===== config.mk =====
export PLATFORM = sky130hd
export DESIGN_NAME = ds3_oh_gen
export DESIGN_NICKNAME = d
export VERILOG_FILES = /design/src/rtl/ds3_oh_pkg.sv /design/src/rtl/ds3_oh_pos_cnt.sv /design/src/rtl/ds3_oh_parity.sv /design/src/rtl/ds3_oh_err_inj.sv /design/src/rtl/ds3_oh_gen.sv
export SDC_FILE = /design/constraint.sdc
export NUM_CORES = 1
export LEC_CHECK = 0
export BUFFER_PORTS_ARGS = -buffer_cell sky130_fd_sc_hd__buf_2
export CAP_MARGIN = 20
export CELL_PAD_IN_SITES_DETAIL_PLACEMENT = 0
export CELL_PAD_IN_SITES_GLOBAL_PLACEMENT = 2
export CORE_AREA = 2 2 59 61
export DETAILED_ROUTE_END_ITERATION = 16
export DIE_AREA = 0 0 61 63
export GPL_TIMING_DRIVEN = 0
export PLACE_DENSITY = 0.79
export SYNTH_ARGS = -nofsm -noshare
export SYNTH_HDL_FRONTEND = slang
export SYNTH_SLANG_ARGS = --single-unit
export TNS_END_PERCENT = 5

===== constraint.sdc =====
create_clock -name clk_i -period 1.8 [get_ports clk_i]
set_input_delay 0.18 -clock clk_i [delete_from_list [all_inputs] [get_ports clk_i]]
set_output_delay 0.18 -clock clk_i [all_outputs]
set_load 0.005 [all_outputs]

===== src/rtl/ds3_oh_pkg.sv =====
package ds3_oh_pkg;
  localparam int unsigned DS3_SUBFRAMES  = 7;
  localparam int unsigned DS3_BLOCKS     = 8;
  localparam int unsigned DS3_BLOCK_BITS = 85;
  // overhead slot roles in block 0, by subframe
  localparam int unsigned X_LAST_SUB = 1;
  localparam int unsigned P_LAST_SUB = 3;
endpackage


===== src/rtl/ds3_oh_pos_cnt.sv =====
module ds3_oh_pos_cnt #(
  parameter int unsigned SUBFRAMES  = ds3_oh_pkg::DS3_SUBFRAMES,
  parameter int unsigned BLOCKS     = ds3_oh_pkg::DS3_BLOCKS,
  parameter int unsigned BLOCK_BITS = ds3_oh_pkg::DS3_BLOCK_BITS,
  localparam int unsigned SW = $clog2(SUBFRAMES),
  localparam int unsigned BW = $clog2(BLOCKS),
  localparam int unsigned PW = $clog2(BLOCK_BITS)
) (
  input  logic          clk_i,
  input  logic          rst_ni,
  output logic [SW-1:0] sub_o,
  output logic [BW-1:0] blk_o,
  output logic          oh_slot_o,
  output logic          frame_start_o,
  output logic          frame_last_o
);
  logic [PW-1:0] bit_q;
  logic [BW-1:0] blk_q;
  logic [SW-1:0] sub_q;
  logic bit_last, blk_last, sub_last;

  assign bit_last = (bit_q == PW'(BLOCK_BITS - 1));
  assign blk_last = (blk_q == BW'(BLOCKS - 1));
  assign sub_last = (sub_q == SW'(SUBFRAMES - 1));

  always_ff @(posedge clk_i or negedge rst_ni) begin
    if (!rst_ni) begin
      bit_q <= '0;
      blk_q <= '0;
      sub_q <= '0;
    end else if (bit_last) begin
      bit_q <= '0;
      if (blk_last) begin
        blk_q <= '0;
        sub_q <= sub_last ? '0 : sub_q + 1'b1;
      end else begin
        blk_q <= blk_q + 1'b1;
      end
    end else begin
      bit_q <= bit_q + 1'b1;
    end
  end

  assign sub_o         = sub_q;
  assign blk_o         = blk_q;
  assign oh_slot_o     = (bit_q == '0);
  assign frame_start_o = (bit_q == '0) && (blk_q == '0) && (sub_q == '0);
  assign frame_last_o  = bit_last && blk_last && sub_last;

  p_bit_step_r2: assert property (@(posedge clk_i) disable iff (!rst_ni)
    !bit_last |=> bit_q == $past(bit_q) + PW'(1));
  p_bit_wrap_r2: assert property (@(posedge clk_i) disable iff (!rst_ni)
    bit_last |=> bit_q == '0);
  p_sub_range_r2: assert property (@(posedge clk_i) disable iff (!rst_ni)
    sub_q < SW'(SUBFRAMES));
  p_frame_wrap_r2: assert property (@(posedge clk_i) disable iff (!rst_ni)
    frame_last_o |=> frame_start_o);
endmodule


===== src/rtl/ds3_oh_parity.sv =====
module ds3_oh_parity (
  input  logic clk_i,
  input  logic rst_ni,
  input  logic pay_bit_i,
  input  logic pay_valid_i,
  input  logic frame_last_i,
  output logic par_o
);
  logic acc_q, par_q, acc_nxt;

  assign acc_nxt = acc_q ^ (pay_valid_i & pay_bit_i);

  always_ff @(posedge clk_i or negedge rst_ni) begin
    if (!rst_ni) begin
      acc_q <= 1'b0;
      par_q <= 1'b0;
    end else if (frame_last_i) begin
      acc_q <= 1'b0;
      par_q <= acc_nxt;
    end else begin
      acc_q <= acc_nxt;
    end
  end

  assign par_o = par_q;

  p_par_hold_r6: assert property (@(posedge clk_i) disable iff (!rst_ni)
    !frame_last_i |=> $stable(par_q));
  p_acc_clear_r6: assert property (@(posedge clk_i) disable iff (!rst_ni)
    frame_last_i |=> !acc_q);
endmodule


===== src/rtl/ds3_oh_err_inj.sv =====
module ds3_oh_err_inj (
  input  logic clk_i,
  input  logic rst_ni,
  input  logic err_ins_i,
  input  logic en_i,
  input  logic frame_last_i,
  output logic err_act_o
);
  logic ins_q, pend_q, act_q, rise;

  assign rise = err_ins_i & ~ins_q & en_i;

  always_ff @(posedge clk_i or negedge rst_ni) begin
    if (!rst_ni) begin
      ins_q  <= 1'b0;
      pend_q <= 1'b0;
      act_q  <= 1'b0;
    end else begin
      ins_q <= err_ins_i;
      if (frame_last_i) begin
        act_q  <= pend_q | rise;
        pend_q <= 1'b0;
      end else if (rise) begin
        pend_q <= 1'b1;
      end
    end
  end

  assign err_act_o = act_q;

  p_err_arm_r8: assert property (@(posedge clk_i) disable iff (!rst_ni)
    $rose(act_q) |-> $past(frame_last_i));
  p_err_hold_r8: assert property (@(posedge clk_i) disable iff (!rst_ni)
    !frame_last_i |=> $stable(act_q));
endmodule


===== src/rtl/ds3_oh_gen.sv =====
module ds3_oh_gen #(
  parameter int unsigned SUBFRAMES  = ds3_oh_pkg::DS3_SUBFRAMES,
  parameter int unsigned BLOCKS     = ds3_oh_pkg::DS3_BLOCKS,
  parameter int unsigned BLOCK_BITS = ds3_oh_pkg::DS3_BLOCK_BITS,
  localparam int unsigned SW = $clog2(SUBFRAMES),
  localparam int unsigned BW = $clog2(BLOCKS)
) (
  input  logic          clk_i,
  input  logic          rst_ni,
  input  logic          f_inv_i,
  input  logic          m_inv_i,
  input  logic          p_inv_i,
  input  logic          p_err_en_i,
  input  logic          err_ins_i,
  input  logic          rai_send_i,
  input  logic          c_bit_i,
  input  logic          pay_bit_i,
  output logic          oh_bit_o,
  output logic          oh_strobe_o,
  output logic          frame_start_o,
  output logic [SW-1:0] sub_idx_o,
  output logic [BW-1:0] blk_idx_o
);
  import ds3_oh_pkg::*;

  logic [SW-1:0] sub;
  logic [BW-1:0] blk;
  logic oh_slot, frame_last, par, err_act, oh_bit;

  ds3_oh_pos_cnt #(.SUBFRAMES(SUBFRAMES), .BLOCKS(BLOCKS), .BLOCK_BITS(BLOCK_BITS)) u_cnt (
    .clk_i, .rst_ni,
    .sub_o(sub), .blk_o(blk), .oh_slot_o(oh_slot),
    .frame_start_o(frame_start_o), .frame_last_o(frame_last)
  );

  ds3_oh_parity u_par (
    .clk_i, .rst_ni,
    .pay_bit_i, .pay_valid_i(~oh_slot), .frame_last_i(frame_last), .par_o(par)
  );

  ds3_oh_err_inj u_err (
    .clk_i, .rst_ni,
    .err_ins_i, .en_i(p_err_en_i), .frame_last_i(frame_last), .err_act_o(err_act)
  );

  // block 0: X / P / M by subframe; odd blocks: F; even nonzero blocks: C
  always_comb begin
    oh_bit = 1'b0;
    if (blk == '0) begin
      if (sub <= SW'(X_LAST_SUB))      oh_bit = ~rai_send_i;
      else if (sub <= SW'(P_LAST_SUB)) oh_bit = par ^ p_inv_i ^ err_act;
      else if (sub == SW'(P_LAST_SUB + 2)) oh_bit = 1'b1;
      else if (sub == SW'(P_LAST_SUB + 3)) oh_bit = m_inv_i;
      else                             oh_bit = 1'b0;
    end else if (blk[0]) begin
      if (blk == BW'(1))                    oh_bit = 1'b1;
      else if (blk == BW'(BLOCKS - 1))      oh_bit = ~f_inv_i;
      else                                  oh_bit = 1'b0;
    end else begin
      oh_bit = c_bit_i;
    end
  end

  assign oh_bit_o    = oh_bit;
  assign oh_strobe_o = oh_slot;
  assign sub_idx_o   = sub;
  assign blk_idx_o   = blk;

  // first P bit of the frame, kept for the pair check
  logic p_first_q;
  always_ff @(posedge clk_i or negedge rst_ni) begin
    if (!rst_ni) p_first_q <= 1'b0;
    else if (oh_slot && blk == '0 && sub == SW'(P_LAST_SUB - 1)) p_first_q <= oh_bit_o;
  end

  p_start_strobe_r1: assert property (@(posedge clk_i) disable iff (!rst_ni)
    frame_start_o |-> oh_strobe_o && sub_idx_o == '0 && blk_idx_o == '0);
  p_f_first_r3: assert property (@(posedge clk_i) disable iff (!rst_ni)
    oh_strobe_o && blk_idx_o == BW'(1) |-> oh_bit_o);
  p_m_mid_r4: assert property (@(posedge clk_i) disable iff (!rst_ni)
    oh_strobe_o && blk_idx_o == '0 && sub_idx_o == SW'(5) |-> oh_bit_o);
  p_x_rai_r5: assert property (@(posedge clk_i) disable iff (!rst_ni)
    oh_strobe_o && blk_idx_o == '0 && sub_idx_o < SW'(2) |-> oh_bit_o == !rai_send_i);
  p_p_pair_r6: assert property (@(posedge clk_i) disable iff (!rst_ni)
    oh_strobe_o && blk_idx_o == '0 && sub_idx_o == SW'(3) |-> oh_bit_o == p_first_q);
  p_c_pass_r9: assert property (@(posedge clk_i) disable iff (!rst_ni)
    oh_strobe_o && blk_idx_o != '0 && !blk_idx_o[0] |-> oh_bit_o == c_bit_i);
endmodule


==> results.py, run 1 <==
metrics = {
    "status": {
        "status": "finished, violations left",
        "violations": "negative setup slack",
    },
    "synth": {
        "synth_top_area_cell": "dfrtp_1",
        "yosys-top-cells-area": "dfrtp_1 (42%), ha_1 (8.2%), buf_6 (3.2%)",
        "synth_xor_area_frac": 0.0549,
        "yosysSeqAreaShare": 0.421,
        "synth_warnings": 0,
        "synth_simple_gate_area_share": 0.235,
        "synth_top_family_by_area": "simple AND/OR/NAND/NOR gates",
        "synth-edff-count": 0,
        "synth_cell_types": 37,
        "syn_avg_cell_area_um2": 10.8,
        "synth_compound_area_frac": 0.105,
        "ys_seq_elements": 18,
        "synthMuxAreaShare": 0.0491,
        "synth-adder-area-share": 0.0818,
        "synthCells": 99,
        "ys.flop_type": "dfrtp_1",
        "syn_nets": 116,
        "yosysTopAreaCellShare": 0.421,
        "async_reset_ff_frac": 1.00,
        "syn_area_um2": 1070,
    },
    "worst_hold_path": {
        "hp-class": "in2reg",
    },
    "power": {
        "peakVddDrop_mv": 0.279,
        "p_leak_uw": 0.000606,
        "p_per_area_nw_per_um2": 466,
    },
    "global_routing": {
        "grt_max_degree": 19,
        "grt_pass1_wl_um": 3710,
        "use_met3": 0.0269,
        "antenna_found_initial": 0,
        "gr-usage-met2": 0.204,
        "grt_pass1_vias": 843,
        "grt_busiest_layer": "met2",
        "use_met1": 0.164,
        "track_usage": 0.127,
        "gr-total-overflow": 0,
    },
    "routing": {
        "drtIter0Drc": 12,
        "wl_um": 2130,
        "routedWlPerCell_um": 12.3,
        "num_vias": 847,
        "drc_errors": 0,
        "routed_via_density": 4.87,
        "drt-pass1-iter-count": 2,
        "ant_nets": 0,
    },
    "worst_setup_path": {
        "cp.required_ps": 1620,
        "critPathLaunchType": "register",
        "critPathBufInv": 2,
        "crit_path_cell_trace": "inv_2, ha_4, or3b_4, nor4_4, and3_1, buf_2",
        "path_max_fanout": 2,
        "crit_type": "reg2out",
        "path_delay_family": "simple AND/OR/NAND/NOR gates",
        "slowest_stage": "dfrtp_1",
        "cp-end-kind": "output port",
        "slowest_delay_ps": 400,
        "arrival_ps": 1790,
    },
    "sta": {
        "slew_violations": 0,
        "fin_crit_sh": 1.10,
        "setup_viol": 3,
        "period_minus_slack_ps": 1970,
        "rsz0062_at_grt": "yes",
        "worst_pin_slew_ps": 417,
        "fin_skew_ps": 2.70,
        "clock.fmax_mhz": 507,
        "hold_viol": 0,
        "tns_ps": -324,
        "setup_ws_ps": -174,
        "relSlewSlack": 0.722,
    },
    "clocking": {
        "clk_pin_slew_worst_paths_ps": 100,
        "clkLatencyLatePin_ps": 290,
        "cts_tree": "built",
        "clock_path_buffers": 2,
        "h-tree-depth": 1,
        "root_buffer": "clkbuf_4",
        "clock-sinks": 18,
        "numCtsBuffers": 3,
    },
    "finish": {
        "antennaDiodeCount": 0,
        "drive_above_1_share": 0.383,
        "fin_nets": 147,
        "postLayoutCoreUtil": 0.429,
        "fin_area_um2": 1390,
        "area_delta_synth_final_pct": 29.4,
        "fill_cells": 337,
    },
    "floorplan": {
        "die_h_um": 63,
        "die_w_um": 61,
        "num_rows": 21,
        "io_pins": 19,
        "dieArea_um2": 3840,
        "start_util": 0.331,
        "core_area_um2": 3230,
    },
    "placement": {
        "portBuffers": 18,
        "dp_hpwl_um": 1490,
        "place.gp.congestion": 0.695,
        "placed_area_um2": 1220,
        "post-place-ws_ps": 6.19,
    },
    "flow_run": {
        "cap_viol_max_count": 0,
    },
}
==> through the flow <==
stage | hold WS (ps) | instances | total power, µW
after floorplan | -116 | 99 | 433
after global placement | 139 | 163 | 454
after detailed placement | 140 | 163 | 455
after CTS | 257 | 173 | 658
after global routing | 295 | 174 | 682
final | 262 | 174 | 646
==> Yosys cell counts (all sizes together), types with 2 or more instances <==
master / count
dfrtp: 18
ha: 7
nor2: 7
a21oi: 5
inv: 5
nand3: 5
nor2b: 5
mux2: 4
o21ai: 4
buf: 3
nand2: 3
nor3b: 3
xor2: 3
a31oi: 2
and2: 2
and3: 2
and3b: 2
nand4b: 2
nor3: 2
==> registers in the layout, indices dropped and copies added, names as in the netlist <==
signal	flops
u_cnt.bit_q	7
u_cnt.blk_o	3
u_cnt.sub_o	3
u_err.err_act_o	1
u_err.ins_q	1
u_err.pend_q	1
u_par.acc_q	1
u_par.par_o	1
==> worst paths after layout <==
| check | to | slack (ps) | cells after the start | start |
|---|---|---|---|---|
| max in group asynchronous | u_cnt.blk_o[0] | 1140 | 2 | rst_ni |
| max | frame_start_o | -170 | 6 | u_cnt.bit_q[0] |
| min in group asynchronous | u_cnt.bit_q[5] | 340 | 2 | rst_ni |
| max reg2reg | u_err.err_act_o | 70 | 5 | u_cnt.bit_q[0] |
| min reg2reg | u_err.err_act_o | 540 | 1 | u_err.err_act_o |
| min | u_err.pend_q | 260 | 4 | p_err_en_i |
==> placed cells by master, fill, tap and decap left out, drive strengths merged, types with 2 or more instances in the layout <==
cell type,count
nor2,7
a31oi,2
nand2,3
nand3,5
nor3,2
inv,5
o21ai,4
nor2b,5
buf,27
mux2,4
a21oi,5
and3,2
dfrtp,18
and3b,2
nand4b,2
clkbuf,4
and2,2
nor3b,3
ha,7
xor2,3
dlygate4sd3,2
==> tightest hold or removal path, stage by stage <==
cell and delay, ps:
buf_2 90, nand2_1 50, o21bai_1 60, nor2b_1 130
==> cell families (layout without fill, tap and decap cells) <==
logic type / after synthesis / after routing
buffers and inverters: 9 / 38
flip-flops: 18 / 18
adder cells (fa/ha/maj): 7 / 7
AND/OR/NAND/NOR: 39 / 39
multiplexers: 4 / 4
XOR/XNOR: 5 / 5
AO/OA/AOI/OAI: 17 / 17
==> per-layer routing <==
| layer | part of all wire | wire, µm |
|---|---|---|
| met1 | 0.46 | 982 |
| met2 | 0.48 | 1030 |
| met3 | 0.040 | 85 |
| met4 | 0.018 | 38 |
| met5 | 0 | 0 |
==> where the power goes <==
group	switching, µW	internal [µW]
logic	17.8	20.4
clock network	119	77.9
registers	2.39	409
==> final cells by class <==
type / count / area [µm²] / share of cell area
multi-input combinational: 72 / 627 / 0.452
inverter: 5 / 18.8 / 0.0135
timing repair buffer: 26 / 161 / 0.116
sequential: 18 / 452 / 0.326
clock buffer: 3 / 22.5 / 0.0162
tap: 46 / 57.6 / 0.0415
buffer: 4 / 47.5 / 0.0343
==> timing repair <==
| action | in CTS | in global routing |
|---|---|---|
| cloned | 0 | 0 |
| pin swaps | 4 | 3 |
| hold buffers | 2 | 0 |
| endpoints found under the hold margin | 19 | 0 |
| setup endpoints to repair | 4 | 4 |
| resized for setup | 18 | 2 |
| buffers inserted | 5 | 1 |
(Power assumes the default switching activity.)
==> run 2: changes to the inputs <==
--- a/config.mk
+++ b/config.mk
@@ -9,12 +9,13 @@
 export CAP_MARGIN = 20
 export CELL_PAD_IN_SITES_DETAIL_PLACEMENT = 0
 export CELL_PAD_IN_SITES_GLOBAL_PLACEMENT = 2
-export CORE_AREA = 2 2 59 61
+export CORE_AREA = 2 2 52 66
 export DETAILED_ROUTE_END_ITERATION = 16
-export DIE_AREA = 0 0 61 63
+export DIE_AREA = 0 0 54 68
 export GPL_TIMING_DRIVEN = 0
 export PLACE_DENSITY = 0.79
 export SYNTH_ARGS = -nofsm -noshare
 export SYNTH_HDL_FRONTEND = slang
+export SYNTH_HIERARCHICAL = 1
 export SYNTH_SLANG_ARGS = --single-unit
 export TNS_END_PERCENT = 5
==> run 2 against run 1 <==
Net effect: the run still ends with negative setup slack left; setup slack worse by 40 ps; sequential share of layout area grew 2.4 points; sequential cell count unchanged; maximum frequency down 2.0%; via count fell by 9.2%.
==> results.py, run 2 <==
metrics = {
    "status": {
        "status": "finished, violations left",
        "violations": "negative setup slack",
    },
    "clocking": {
        "numCtsBuffers": 3,
        "h-tree-depth": 1,
        "root_buffer": "clkbuf_8",
        "clock_path_buffers": 2,
        "cts_tree": "built",
        "clk_pin_slew_worst_paths_ps": 70,
        "clock-sinks": 18,
        "clkLatencyLatePin_ps": 250,
    },
    "sta": {
        "setup_ws_ps": -213,
        "hold_viol": 0,
        "relSlewSlack": 0.724,
        "fin_crit_sh": 1.12,
        "hold_ws_ps": 84.1,
        "worst_pin_slew_ps": 414,
        "setup_viol": 9,
        "fin_skew_ps": 0.807,
        "slew_violations": 0,
        "period_minus_slack_ps": 2010,
        "clock.fmax_mhz": 497,
        "rsz0062_at_grt": "yes",
    },
    "synth": {
        "synth_commonest_cells": "dfrtp_1 (18), nor2_1 (9), inv_1 (8)",
        "ys.flop_type": "dfrtp_1",
        "syn_avg_cell_area_um2": 10.6,
        "syn_area_um2": 1000,
        "ys_seq_elements": 18,
        "synth_top_area_cell": "dfrtp_1",
        "synth_cell_types": 40,
        "synthCells": 94,
        "post-synth-top-count-cell": "dfrtp_1",
        "yosysTopAreaCellShare": 0.450,
        "yosys-top-cells-area": "dfrtp_1 (45%), ha_1 (6.3%), nor2_1 (3.4%)",
        "yosysSeqAreaShare": 0.450,
        "async_reset_ff_frac": 1.00,
        "synth_warnings": 6,
        "syn_nets": 109,
        "synth-edff-count": 0,
    },
    "global_routing": {
        "grt_max_degree": 19,
        "antenna_found_initial": 0,
        "track_usage": 0.114,
        "gr-total-overflow": 0,
        "grt_pass1_wl_um": 3000,
        "grt_pass1_vias": 697,
    },
    "worst_setup_path": {
        "critPathLaunchType": "register",
        "cp.required_ps": 1940,
        "crit_type": "reg2reg",
        "path_max_fanout": 6,
        "arrival_ps": 2150,
        "cp-end-kind": "register",
    },
    "finish": {
        "fin_nets": 140,
        "regMostFlops": "u_cnt/bit_q",
        "final_common_cell": "dfrtp_1",
        "antennaDiodeCount": 0,
        "final_cells": 160,
        "drive_above_1_share": 0.333,
        "largest_register_ffs": 7,
        "fin_area_um2": 1290,
        "area_delta_synth_final_pct": 28.6,
        "layout_common_cells": "dfrtp_1 (18), buf_2 (17), inv_1 (8), nor2_1 (8), buf_4 (7)",
    },
    "power": {
        "peakVddDrop_mv": 0.385,
        "p_leak_uw": 0.000606,
        "p_per_area_nw_per_um2": 565,
    },
    "routing": {
        "num_vias": 769,
        "routed_via_density": 4.81,
        "ant_nets": 0,
        "drtIter0Drc": 16,
        "routedWlPerCell_um": 12.2,
        "drt-pass1-iter-count": 3,
        "wl_um": 1950,
        "drc_errors": 0,
    },
    "floorplan": {
        "dieArea_um2": 3670,
        "die_w_um": 54,
        "die_h_um": 68,
        "core_area_um2": 3110,
        "io_pins": 19,
        "start_util": 0.322,
        "num_rows": 23,
    },
    "placement": {
        "dp_hpwl_um": 1370,
        "place.gp.congestion": 0.699,
        "placed_area_um2": 1160,
        "place_inst": 149,
        "portBuffers": 18,
        "post-place-ws_ps": -136,
    },
    "flow_run": {
        "cap_viol_max_count": 0,
    },
    "worst_hold_path": {
        "hp-class": "in2reg",
    },
}
run 2: changes by cell type in the layout (fill, tap and decap cells not counted), moves of 3 or more:
cell,previous run,this run
inv_1,3,8
o31ai_1,0,3
clkbuf_4,3,0
ha_4,3,0
run 2: cell type report:
class                      instances  area, µm²
buffer                             1       3.75
clock buffer                       3       41.3
fill                             322       1820
inverter                           8       30.0
multi-input combinational         66        546
sequential                        18        450
tap                               37       46.3
timing repair buffer              27        170
run 2: timing repair:
action / in CTS / in global routing
endpoints found under the hold margin: 18 / 0
setup endpoints to repair: 8 / 11
pin swaps: 4 / 4
setup buffers: 4 / 4
cloned: 0 / 0
gates resized for setup: 1 / 5
hold buffers: 1 / 0
run 2: path summary, 6_finish.rpt:
kind | from | endpoint | slack (ps) | cells past startpoint
max in group asynchronous | rst_ni | u_cnt/sub_o[1] | 1110 | 2
max reg2reg | u_cnt/bit_q[0] | u_par/acc_q | -210 | 8
min in group asynchronous | rst_ni | u_err/ins_q | 400 | 2
max | u_cnt/bit_q[0] | u_par/acc_q | -210 | 8
min | err_ins_i | u_err/ins_q | 80 | 1
min reg2reg | u_cnt/bit_q[5] | u_cnt/bit_q[5] | 520 | 1
run 2: where the power goes:
| group | switching [µW] | leakage [µW] | internal (µW) | total (µW) |
|---|---|---|---|---|
| combinational | 19.1 | 0.000368 | 19.9 | 39.0 |
| clock | 130 | 0.0000216 | 148 | 279 |
| sequential | 1.24 | 0.000217 | 409 | 410 |
run 2: kinds of logic after synthesis:
kind of cell               share of synthesized area
DFF                                            0.450
muxes                                         0.0362
xor gates and xnor gates                      0.0525
and+or+nand+nor                                0.210
adders and majority gates                     0.0625
AOI/OAI and AO/OA                              0.144
buffers and inverters                         0.0450
run 2: worst max-delay path, cell delays in order, from the launching register on:
cell and delay [ps]:
dfrtp_1 390, inv_1 60, ha_1 140, or3b_4 410
buf_6 140, or2_4 270, nor3_4 300, buf_4 170
a21oi_1 30
run 2: stage by stage:
stage          setup TNS (ps)   util  total power [µW]
3_3_place_gp             -285  0.372               455
2_1_floorplan               0      -               434
6_report                -1120  0.414               728
4_1_cts                 -1370  0.400               741
3_5_place_dp             -363  0.372               456
5_1_grt                 -2000  0.414               756
run 2: layer usage:
| metal | track usage | share of wire | vias up |
|---|---|---|---|
| li1 | - | - | 396 |
| met1 | 0.153 | 0.47 | 359 |
| met2 | 0.175 | 0.48 | 14 |
| met3 | 0.0306 | 0.044 | 0 |
| met4 | 0.0375 | 0 | 0 |
| met5 | 0 | 0 | - |
